File: src/rtl/lc_pkg.sv
`timescale 1ns/1ps
package lc_pkg;
  // One pipeline step on a w-bit word (w < 64): rotate left by one, then
  // XOR with the stage key multiple.
  function automatic logic [63:0] lc_mix(input logic [63:0] x, input int unsigned w,
                                         input logic [63:0] key, input int unsigned s);
    logic [63:0] m;
    logic [63:0] r;
    m = (64'd1 << w) - 64'd1;
    r = ((x << 1) | (x >> (w - 1))) & m;
    return r ^ ((key * 64'(s + 1)) & m);
  endfunction
endpackage

File: src/rtl/lc_replay_buf.sv
`timescale 1ns/1ps
module lc_replay_buf #(
  parameter int W     = 16,
  parameter int DEPTH = 8,
  localparam int PW   = $clog2(DEPTH),
  localparam int TW   = PW + 1
) (
  input  logic          clk,
  input  logic          rst_n,
  input  logic          push,
  input  logic [W-1:0]  push_data,
  output logic          has_room,
  input  logic          take,
  input  logic          rewind,
  input  logic [TW-1:0] rewind_ptr,
  input  logic          retire,
  output logic          issue_valid,
  output logic [W-1:0]  issue_data,
  output logic [TW-1:0] issue_tag
);
  logic [W-1:0]  mem [DEPTH];
  logic [TW-1:0] head, tail, issue;

  assign has_room    = (tail - head) != TW'(DEPTH);
  assign issue_valid = issue != tail;
  assign issue_data  = mem[issue[PW-1:0]];
  assign issue_tag   = issue;

  always_ff @(posedge clk) begin
    if (push) mem[tail[PW-1:0]] <= push_data;
  end

  always_ff @(posedge clk) begin
    if (!rst_n) begin
      head  <= '0;
      tail  <= '0;
      issue <= '0;
    end else begin
      if (push)   tail <= tail + 1'b1;
      if (retire) head <= head + 1'b1;
      if (rewind)    issue <= rewind_ptr;
      else if (take) issue <= issue + 1'b1;
    end
  end

  a_r1_bounded: assert property (@(posedge clk) disable iff (!rst_n)
    (tail - head) <= TW'(DEPTH));
  a_r6_issue_window: assert property (@(posedge clk) disable iff (!rst_n)
    (issue - head) <= (tail - head));
endmodule

File: src/rtl/lc_guard_reg.sv
`timescale 1ns/1ps
module lc_guard_reg #(
  parameter int W       = 16,
  parameter int TW      = 4,
  parameter bit PROTECT = 1'b1
) (
  input  logic          clk,
  input  logic          rst_n,
  input  logic          cap,
  input  logic          restore,
  input  logic          flush,
  input  logic          late,
  input  logic [W-1:0]  late_mask,
  input  logic          d_valid,
  input  logic [W-1:0]  d_data,
  input  logic [TW-1:0] d_tag,
  output logic          q_valid,
  output logic [W-1:0]  q_data,
  output logic [TW-1:0] q_tag,
  output logic          err
);
  logic [W-1:0] fix;
  logic [W-1:0] inj;

  generate
    if (PROTECT) begin : g_shadow
      logic [W-1:0] shadow;
      always_ff @(posedge clk) begin
        if (!rst_n) shadow <= '0;
        else if (cap && !flush && !restore) shadow <= d_data;
      end
      assign fix = shadow;
      assign inj = late ? late_mask : '0;
      assign err = q_valid && (q_data != shadow);
    end else begin : g_plain
      logic unused_late;
      assign unused_late = late ^ (^late_mask) ^ restore;
      assign fix = q_data;
      assign inj = '0;
      assign err = 1'b0;
    end
  endgenerate

  always_ff @(posedge clk) begin
    if (!rst_n) begin
      q_valid <= 1'b0;
      q_data  <= '0;
      q_tag   <= '0;
    end else if (flush) begin
      q_valid <= 1'b0;
    end else if (restore) begin
      q_data <= fix;
    end else if (cap) begin
      q_valid <= d_valid;
      q_data  <= d_data ^ inj;
      q_tag   <= d_tag;
    end
  end

  a_r4_restore_clears: assert property (@(posedge clk) disable iff (!rst_n)
    restore |=> !err);
  a_r5_flush_empties: assert property (@(posedge clk) disable iff (!rst_n)
    flush |=> !q_valid);
endmodule

File: src/rtl/lc_recover_ctl.sv
`timescale 1ns/1ps
module lc_recover_ctl #(
  parameter int NSTG = 4
) (
  input  logic [NSTG-1:0] err,
  output logic            recover,
  output logic [NSTG-1:0] flush,
  output logic [NSTG-1:0] restore,
  output logic [NSTG-1:0] youngest
);
  assign recover = |err;
  assign restore = err;

  always_comb begin
    logic seen;
    seen = 1'b0;
    for (int s = 0; s < NSTG; s++) begin
      youngest[s] = err[s] && !seen;
      seen        = seen || err[s];
      flush[s]    = recover && !seen;
    end
  end
endmodule

File: src/rtl/late_catch_pipe.sv
`timescale 1ns/1ps
module late_catch_pipe #(
  parameter int              W         = 16,
  parameter int              NSTG      = 4,
  parameter int              DEPTH     = 8,
  parameter logic [W-1:0]    KEY       = 16'h1D2B,
  parameter logic [NSTG-1:0] PROT_MASK = 4'b1011,
  localparam int             PW        = $clog2(DEPTH),
  localparam int             TW        = PW + 1
) (
  input  logic              clk,
  input  logic              rst_n,
  input  logic              in_valid,
  output logic              in_ready,
  input  logic [W-1:0]      in_data,
  output logic              ret_valid,
  input  logic              ret_ready,
  output logic [W-1:0]      ret_data,
  input  logic [NSTG-1:0]   late_hit,
  input  logic [W-1:0]      late_mask,
  output logic [NSTG-1:0]   stg_valid,
  output logic [NSTG*W-1:0] stg_data,
  output logic [NSTG-1:0]   stg_err,
  output logic              recover
);
  import lc_pkg::*;

  logic [W-1:0]    sq   [NSTG];
  logic [TW-1:0]   stag [NSTG];
  logic [NSTG-1:0] flush, restore, youngest;
  logic            move, retire, iss_v;
  logic [W-1:0]    iss_d;
  logic [TW-1:0]   iss_t, sel_tag;

  assign move      = !recover && (!stg_valid[NSTG-1] || ret_ready);
  assign ret_valid = stg_valid[NSTG-1] && !recover;
  assign ret_data  = sq[NSTG-1];
  assign retire    = ret_valid && ret_ready;

  lc_replay_buf #(.W(W), .DEPTH(DEPTH)) u_buf (
    .clk(clk), .rst_n(rst_n),
    .push(in_valid && in_ready), .push_data(in_data), .has_room(in_ready),
    .take(move && iss_v), .rewind(recover), .rewind_ptr(sel_tag + 1'b1),
    .retire(retire),
    .issue_valid(iss_v), .issue_data(iss_d), .issue_tag(iss_t)
  );

  lc_recover_ctl #(.NSTG(NSTG)) u_ctl (
    .err(stg_err), .recover(recover), .flush(flush),
    .restore(restore), .youngest(youngest)
  );

  always_comb begin
    sel_tag = '0;
    for (int s = 0; s < NSTG; s++)
      if (youngest[s]) sel_tag = sel_tag | stag[s];
  end

  generate
    for (genvar s = 0; s < NSTG; s++) begin : g_stg
      logic          dv;
      logic [W-1:0]  src;
      logic [W-1:0]  dd;
      logic [TW-1:0] dt;
      if (s == 0) begin : g_head
        assign dv  = iss_v;
        assign src = iss_d;
        assign dt  = iss_t;
      end else begin : g_body
        assign dv  = stg_valid[s-1];
        assign src = sq[s-1];
        assign dt  = stag[s-1];
      end
      assign dd = W'(lc_mix(64'(src), W, 64'(KEY), s));

      lc_guard_reg #(.W(W), .TW(TW), .PROTECT(PROT_MASK[s])) u_reg (
        .clk(clk), .rst_n(rst_n),
        .cap(move), .restore(restore[s]), .flush(flush[s]),
        .late(late_hit[s]), .late_mask(late_mask),
        .d_valid(dv), .d_data(dd), .d_tag(dt),
        .q_valid(stg_valid[s]), .q_data(sq[s]), .q_tag(stag[s]),
        .err(stg_err[s])
      );
      assign stg_data[s*W +: W] = sq[s];
    end
  endgenerate

  a_r4_single_cycle: assert property (@(posedge clk) disable iff (!rst_n)
    recover |=> !recover);
  a_r8_hold_under_stall: assert property (@(posedge clk) disable iff (!rst_n)
    (ret_valid && !ret_ready) |=> (ret_valid && $stable(ret_data)));
endmodule

File: config.mk
export PLATFORM = sky130hd
export DESIGN_NAME = late_catch_pipe
export DESIGN_NICKNAME = d
export VERILOG_FILES = /design/src/rtl/lc_pkg.sv /design/src/rtl/lc_replay_buf.sv /design/src/rtl/lc_guard_reg.sv /design/src/rtl/lc_recover_ctl.sv /design/src/rtl/late_catch_pipe.sv
export SDC_FILE = /design/constraint.sdc
export NUM_CORES = 1
export LEC_CHECK = 0
export ABC_CLOCK_PERIOD_IN_PS = 4100
export BUFFER_PORTS_ARGS = -buffer_cell sky130_fd_sc_hd__buf_2
export CAP_MARGIN = 20
export CORE_AREA = 2 2 212 214
export DETAILED_ROUTE_END_ITERATION = 8
export DIE_AREA = 0 0 214 216
export MAX_ROUTING_LAYER = met4
export PLACE_DENSITY_LB_ADDON = 0.2
export SLEW_MARGIN = 25
export SYNTH_ARGS = -nofsm -noshare
export SYNTH_HDL_FRONTEND = slang
export SYNTH_HIERARCHICAL = 1
export SYNTH_SLANG_ARGS = --single-unit
File: constraint.sdc
create_clock -name clk -period 4.1 [get_ports clk]
set_input_delay 0.41 -clock clk [delete_from_list [all_inputs] [get_ports clk]]
set_output_delay 0.41 -clock clk [all_outputs]
set_load 0.02 [all_outputs]
; ---- Word-level counts from Yosys, hierarchy flattened
; Memory sizes are Yosys's and may differ from the RTL's. A register that Yosys moved wholly into a read port is not among the register bits.
; Index checks and enable logic that the tools add are counted.
[totals]
input_bits = 40
out_inout_bits = 91
ramBits = 128
mem_count = 1
elab_cells = 117
ff_bits = 144
[classes]
reduce_logical = 50
addsub = 5
n_bitwise = 20
n_eq_ne = 5
mux = 18
[memory_table]
columns = name, depth, word_bits, read_ports, rd_ports_with_merged_regs, write_ports, line
row1 = u_buf.mem, 8, 16, 1, 1, 1, lc_replay_buf.sv:21  ; logic [W-1:0] mem [DEPTH];
[op_table]
columns = operator, count
row1 = $mux 16, 9
row2 = $or 16x1->16, 4
row3 = $ne 16x16->1, 3
row4 = $xor 16x16->16, 3
row5 = $not 8->8, 3
row6 = $mux 4, 5
row7 = $logic_and 1x1->1, 19
row8 = $add 4x1->4 const B, 4
row9 = $reduce_and 2->1, 7
row10 = $logic_not 1->1, 10
row11 = $reduce_and 3->1, 3
row12 = $or 4x4->4, 2
row13 = $reduce_bool 2->1, 4
row14 = $not 1->1, 7
row15 = $not 7->7, 1
row16 = $mux 3, 2
row17 = $reduce_or 2->1, 3
row18 = $ne 4x4->1, 1
row19 = $ne 4x4->1 const B, 1
row20 = $sub 4x4->4, 1
row21 = $logic_or 1x1->1, 3
row22 = $reduce_or 3->1, 1
row23 = $mux 1, 2

; ---- Logic depth before layout (Yosys ltp)
[depth]
ltp_word = 11
mapped_depth = 12
ltp_nobuf = 12

; ---- Cells and area by module
; Netlist, hierarchy kept.
[modules_own_cells]
columns = mod, n_inst, cells_per_inst, area_per_inst_um2, seq_area_each_um2
row1 = lc_guard_reg at g_stg[0].u_reg ..., 3, 222, 1998.2, 740.7
row2 = lc_replay_buf, 1, 274, 5703.0, 4144.0
row3 = lc_guard_reg at g_stg[2].u_reg, 1, 96, 792.0, 420.4
row4 = late_catch_pipe, 1, 72, 411.6, 0.0
row5 = lc_recover_ctl, 1, 17, 103.8, 0.0

; ---- Worst setup path before layout
; OpenSTA, ideal clock, no wires.
[synth_timing]
path_type = reg2reg
startpoint = register u_buf.tail[1]
endpoint = memory u_buf.mem[0][0], enable pin
period_less_slack_ps = 3399
setup_time_ps = 409
n_path_buf = 0
setup_slack_ps = 701
arrival_ps = 2989
t_required_ps = 3691
stages_incl_launch_ff = 8
cell_sequence = dfxtp_1 ha_1 a21o_1 mux2i_1 o211ai_1 and2_1 nand2_1 nor3_1
[synth_between]
elab_chain_len = 5
[synth_rtl]
columns = element, line
row1 = "start, declared", lc_replay_buf.sv:22  ; logic [TW-1:0] head, tail, issue;
row2 = "start signal, assigned", lc_replay_buf.sv:39  ; if (push) tail <= tail + 1'b1;
row3 = $sub 4x4->4, lc_replay_buf.sv:24  ; assign has_room = (tail - head) != TW'(DEPTH);
row4 = $ne 4x4->1, lc_replay_buf.sv:24
row5 = net in_ready, late_catch_pipe.sv:14  ; output logic in_ready,
row6 = $logic_and 1x1->1, late_catch_pipe.sv:42  ; .push(in_valid && in_ready), .push_data(in_data), .has_room(in_ready),
row7 = $mux 1, lc_replay_buf.sv:30  ; if (push) mem[tail[PW-1:0]] <= push_data;
row8 = $mux 1 (not written as such), lc_replay_buf.sv:30
row9 = "end, declared", lc_replay_buf.sv:21
; The timed path passes the listed nets, and every way through them passes these cells.

; ---- Worst setup path in the final report
[layout_timing]
startpoint = register g_stg[0].u_reg.q_data[14]
endpoint = register g_stg[2].u_reg.q_data[3]
[layout_between]
elab_cells_between_ends = 10
classes_between = eq/ne (1) / bitwise (1) / reduce/logical (8)
[layout_rtl]
columns = element, line
row1 = "start, declared", lc_guard_reg.sv:18  ; output logic [W-1:0] q_data,
row2 = "start signal, assigned", lc_guard_reg.sv:52  ; q_data <= fix;
row3 = "start signal, assigned", lc_guard_reg.sv:55  ; q_data <= d_data ^ inj;
row4 = $ne 16x16->1, lc_guard_reg.sv:34  ; assign err = q_valid && (q_data != shadow);
row5 = $logic_and 1x1->1, lc_guard_reg.sv:34
row6 = $reduce_or 3->1, lc_recover_ctl.sv:11  ; assign recover = |err;
row7 = $logic_not 1->1, late_catch_pipe.sv:35  ; assign move = !recover && (!stg_valid[NSTG-1] || ret_ready);
row8 = $logic_and 1x1->1, late_catch_pipe.sv:35
row9 = net move, late_catch_pipe.sv:31  ; logic move, retire, iss_v;
row10 = $reduce_and 2->1 (no source line), -
row11 = "end signal, assigned", lc_guard_reg.sv:52
row12 = "end signal, assigned", lc_guard_reg.sv:55
row13 = "end, declared", lc_guard_reg.sv:18
; The timed path passes the listed nets, and every way through them passes these cells.
; A chain may end at the register's enable or synchronous reset.

==> metrics.cfg <==
[pwr]
p_sw_mw=1.75
p_sw_frac=0.251
clkPwrFrac=0.436
p_int_mw=5.21
power.density_nw_per_um2=461
leakage_nw=5.48
power_frac_comb=0.119
vdd_drop_max_uv=322
power_frac_seq=0.445
fin_total_pwr_mw=6.96

[critical_path]
cp_top_family=simple AND/OR/NAND/NOR gates
path_cells=xnor2_1 > nand4_1 > o41a_2 > nor2_1 > nand2_1 > a21oi_1 > buf_4 > nor3b_4 > buf_4 > nand3_1 > o21ai_0
reg2regPathDepth=11
required_ns=4.54
crit_buf_inv=2
rrSetupSlack_ns=0.80
slowest_stage=o41a_2
path_common_cell=buf_4
worstPathArrival_ns=3.74
cp_max_fo=32
max_stage_delay_ns=0.48
r2r-end=g_stg[2].u_reg/q_data[3]$_SDFFE_PN0P_
crit_path_start_kind=flop
rr_startpoint=g_stg[0].u_reg/q_data[14]$_SDFFE_PN0P_
path_class=flop to flop
endpoint_kind=flop

[placed_design]
port_buffers=128
place_inst=1772
globalplace.congestion=0.756
hpwl_mm=22.6
dp_slack_ns=0.787

[routing]
wirelength_mm=34.1
num_vias=8723
postRouteAntennaNets=0
drtPass1Iterations=5
via_per_inst=4.76
drt_iter0_markers=588
avgRoutedWirePerCell_um=18.6
remaining_drc_errors=0

[clocking]
postCtsHoldBufs=0
cts_tree=built
path_clk_slew_ns=0.06
cts_setup_buffers=0
clock_sinks=275
clock_path_buffers=3
h-tree-depth=2
insertion_delay_ns=0.51
cts_buffers=34
cts_resized=0
cts_root_buffer=clkbuf_16

[global_route]
grt_pass1_vias=8247
grt_overflow_total=0
track_usage=0.150
grt_max_degree=81
grt_pass1_wl_mm=52.2
antenna_found_initial=2

[sta]
worst_pin_slew_ns=1.02
timing.hold.ws_ns=0.169
final_hold_viol_count=0
post-route-period-util=0.805
fmax_mhz=303
period_needed_ns=3.30
slew_headroom=0.319
setup_viol=0
skew_ns=0.0166
drv_slew=0
setup_ws_ns=0.799
rsz0062_at_grt=no
finalSetupTns_ns=0

[synthesis]
synth-edff-count=128
ys_ff_latch=275
async_flop_share=0
ys_types=47
ys.warnings.count=6
synth_area_sq_um=13000
synth_nets=1172
ys.flop_type=dfxtp_1
seq_area_frac_synth=0.522
syn_area_per_cell_sq_um=11.6
synthCells=1125

[floorplan]
dieWidth_um=214
ios=131
placementRows=77
core-area_sq_um=43800
start_util=0.297
die-area_sq_um=46200
die_y_um=216

[finish]
fillers=4409
final_common_cell=nand2_1
layout_common_cells=155 x nand2_1, 145 x dfxtp_1, 128 x edfxtp_1
layout.nets=1263
drive_above_1_share=0.187
layout.cells.non_filler=1833
syn_to_final_growth_pct=16.1

[min_path]
hold_depth=1
min_to=u_buf/mem[4][6]$_DFFE_PP_
hp-class=input port to flop
hold_start=in_data[6]

[flow_run]
maxCapViolCount=0

[run_status]
status=complete, no violations

[through the flow]
step,instance area (sq um),utilization
after CTS,15100,0.344
final,15100,0.344
after global routing,15100,0.344
after detailed placement,14000,0.319
after global placement,14000,0.319
after floorplan,13000,-
[layout make-up]
| class | instances | area [sq um] | area share |
|---|---|---|---|
| multi-input combinational | 722 | 5520 | 0.365 |
| sequential | 275 | 6790 | 0.450 |
| antenna | 3 | 7.51 | 0.000497 |
| timing repair buffer | 146 | 778 | 0.0515 |
| inverter | 37 | 139 | 0.00920 |
| clock buffer | 44 | 950 | 0.0629 |
| tap | 592 | 741 | 0.0491 |
| clock inverter | 14 | 178 | 0.0118 |
[routing by layer]
metal	share of wire	track usage	wire (um)
met1	0.48	0.203	16400
met3	0.041	0.0275	1400
met2	0.46	0.235	15700
met4	0.018	0.0340	601
met5	0	-	0
[cells in the mapped netlist (all sizes together) (3+ instances only)]
master	count	area (sq um)
a21boi	109	818
a22oi	6	45.0
and2	13	81.3
and3b	48	420
buf	62	467
clkbuf	29	113
dfxtp	147	2940
edfxtp	128	3840
ha	7	87.6
inv	37	139
mux2	16	180
mux2i	8	80.1
mux4	32	826
nand2	155	582
nand2b	51	319
nand3	21	105
nand4	15	93.8
nor2	12	45.0
nor2b	14	87.6
nor3	4	20.0
nor3b	5	57.6
o21a	3	22.5
o21ai	27	146
o2bb2ai	48	420
o31ai	48	360
o41a	3	33.8
or3b	3	33.8
xnor2	56	490
xor2	7	61.3
[logic make-up (layout without fill, tap and decap cells)]
kind of cell / after synthesis / count (layout) / share of synthesized area
other cells: 2 / 5 / 0.000577
simple gates: 345 / 345 / 0.144
flops: 275 / 275 / 0.522
compound gates: 249 / 249 / 0.145
xor+xnor: 63 / 63 / 0.0424
buf+inv: 128 / 241 / 0.0552
mux: 56 / 56 / 0.0835
fa+ha+maj: 7 / 7 / 0.00673
[registers in the layout, summed over array words and instances, names as in the netlist, named ones only]
register	count
u_buf/mem	128
g_stg.u_reg/q_data	64
g_stg.u_reg/fix	48
g_stg.u_reg/q_tag	16
g_stg.u_reg/q_valid	4
u_buf/head	4
u_buf/issue_tag	4
u_buf/tail	4
[power groups by stage]
stage / combinational, mW / clock, mW / sequential [mW]
2_1_floorplan: 0.556 / 0 / 3.18
3_3_place_gp: 0.839 / 0 / 3.15
3_5_place_dp: 0.844 / 0 / 3.15
4_1_cts: 0.847 / 3.11 / 3.10
5_1_grt: 0.911 / 3.23 / 3.11
6_report: 0.830 / 3.03 / 3.09
[how the worst max path moves through the flow]
stage                                             end  cells after the start                                   start
6_report        g_stg[2].u_reg/q_data[3]$_SDFFE_PN0P_                     11  g_stg[0].u_reg/q_data[14]$_SDFFE_PN0P_
5_1_grt         g_stg[2].u_reg/q_data[6]$_SDFFE_PN0P_                     11   g_stg[3].u_reg/q_data[3]$_SDFFE_PN0P_
4_1_cts        g_stg[2].u_reg/q_data[12]$_SDFFE_PN0P_                     11  g_stg[3].u_reg/q_data[14]$_SDFFE_PN0P_
3_5_place_dp    g_stg[2].u_reg/q_data[7]$_SDFFE_PN0P_                     11  g_stg[3].u_reg/q_data[14]$_SDFFE_PN0P_
3_3_place_gp    g_stg[2].u_reg/q_data[0]$_SDFFE_PN0P_                     11  g_stg[3].u_reg/q_data[14]$_SDFFE_PN0P_
2_1_floorplan               u_buf/mem[0][0]$_DFFE_PP_                      7              u_buf/tail[1]$_SDFFE_PN0P_
Note: power is estimated with default switching activity, not from simulation.
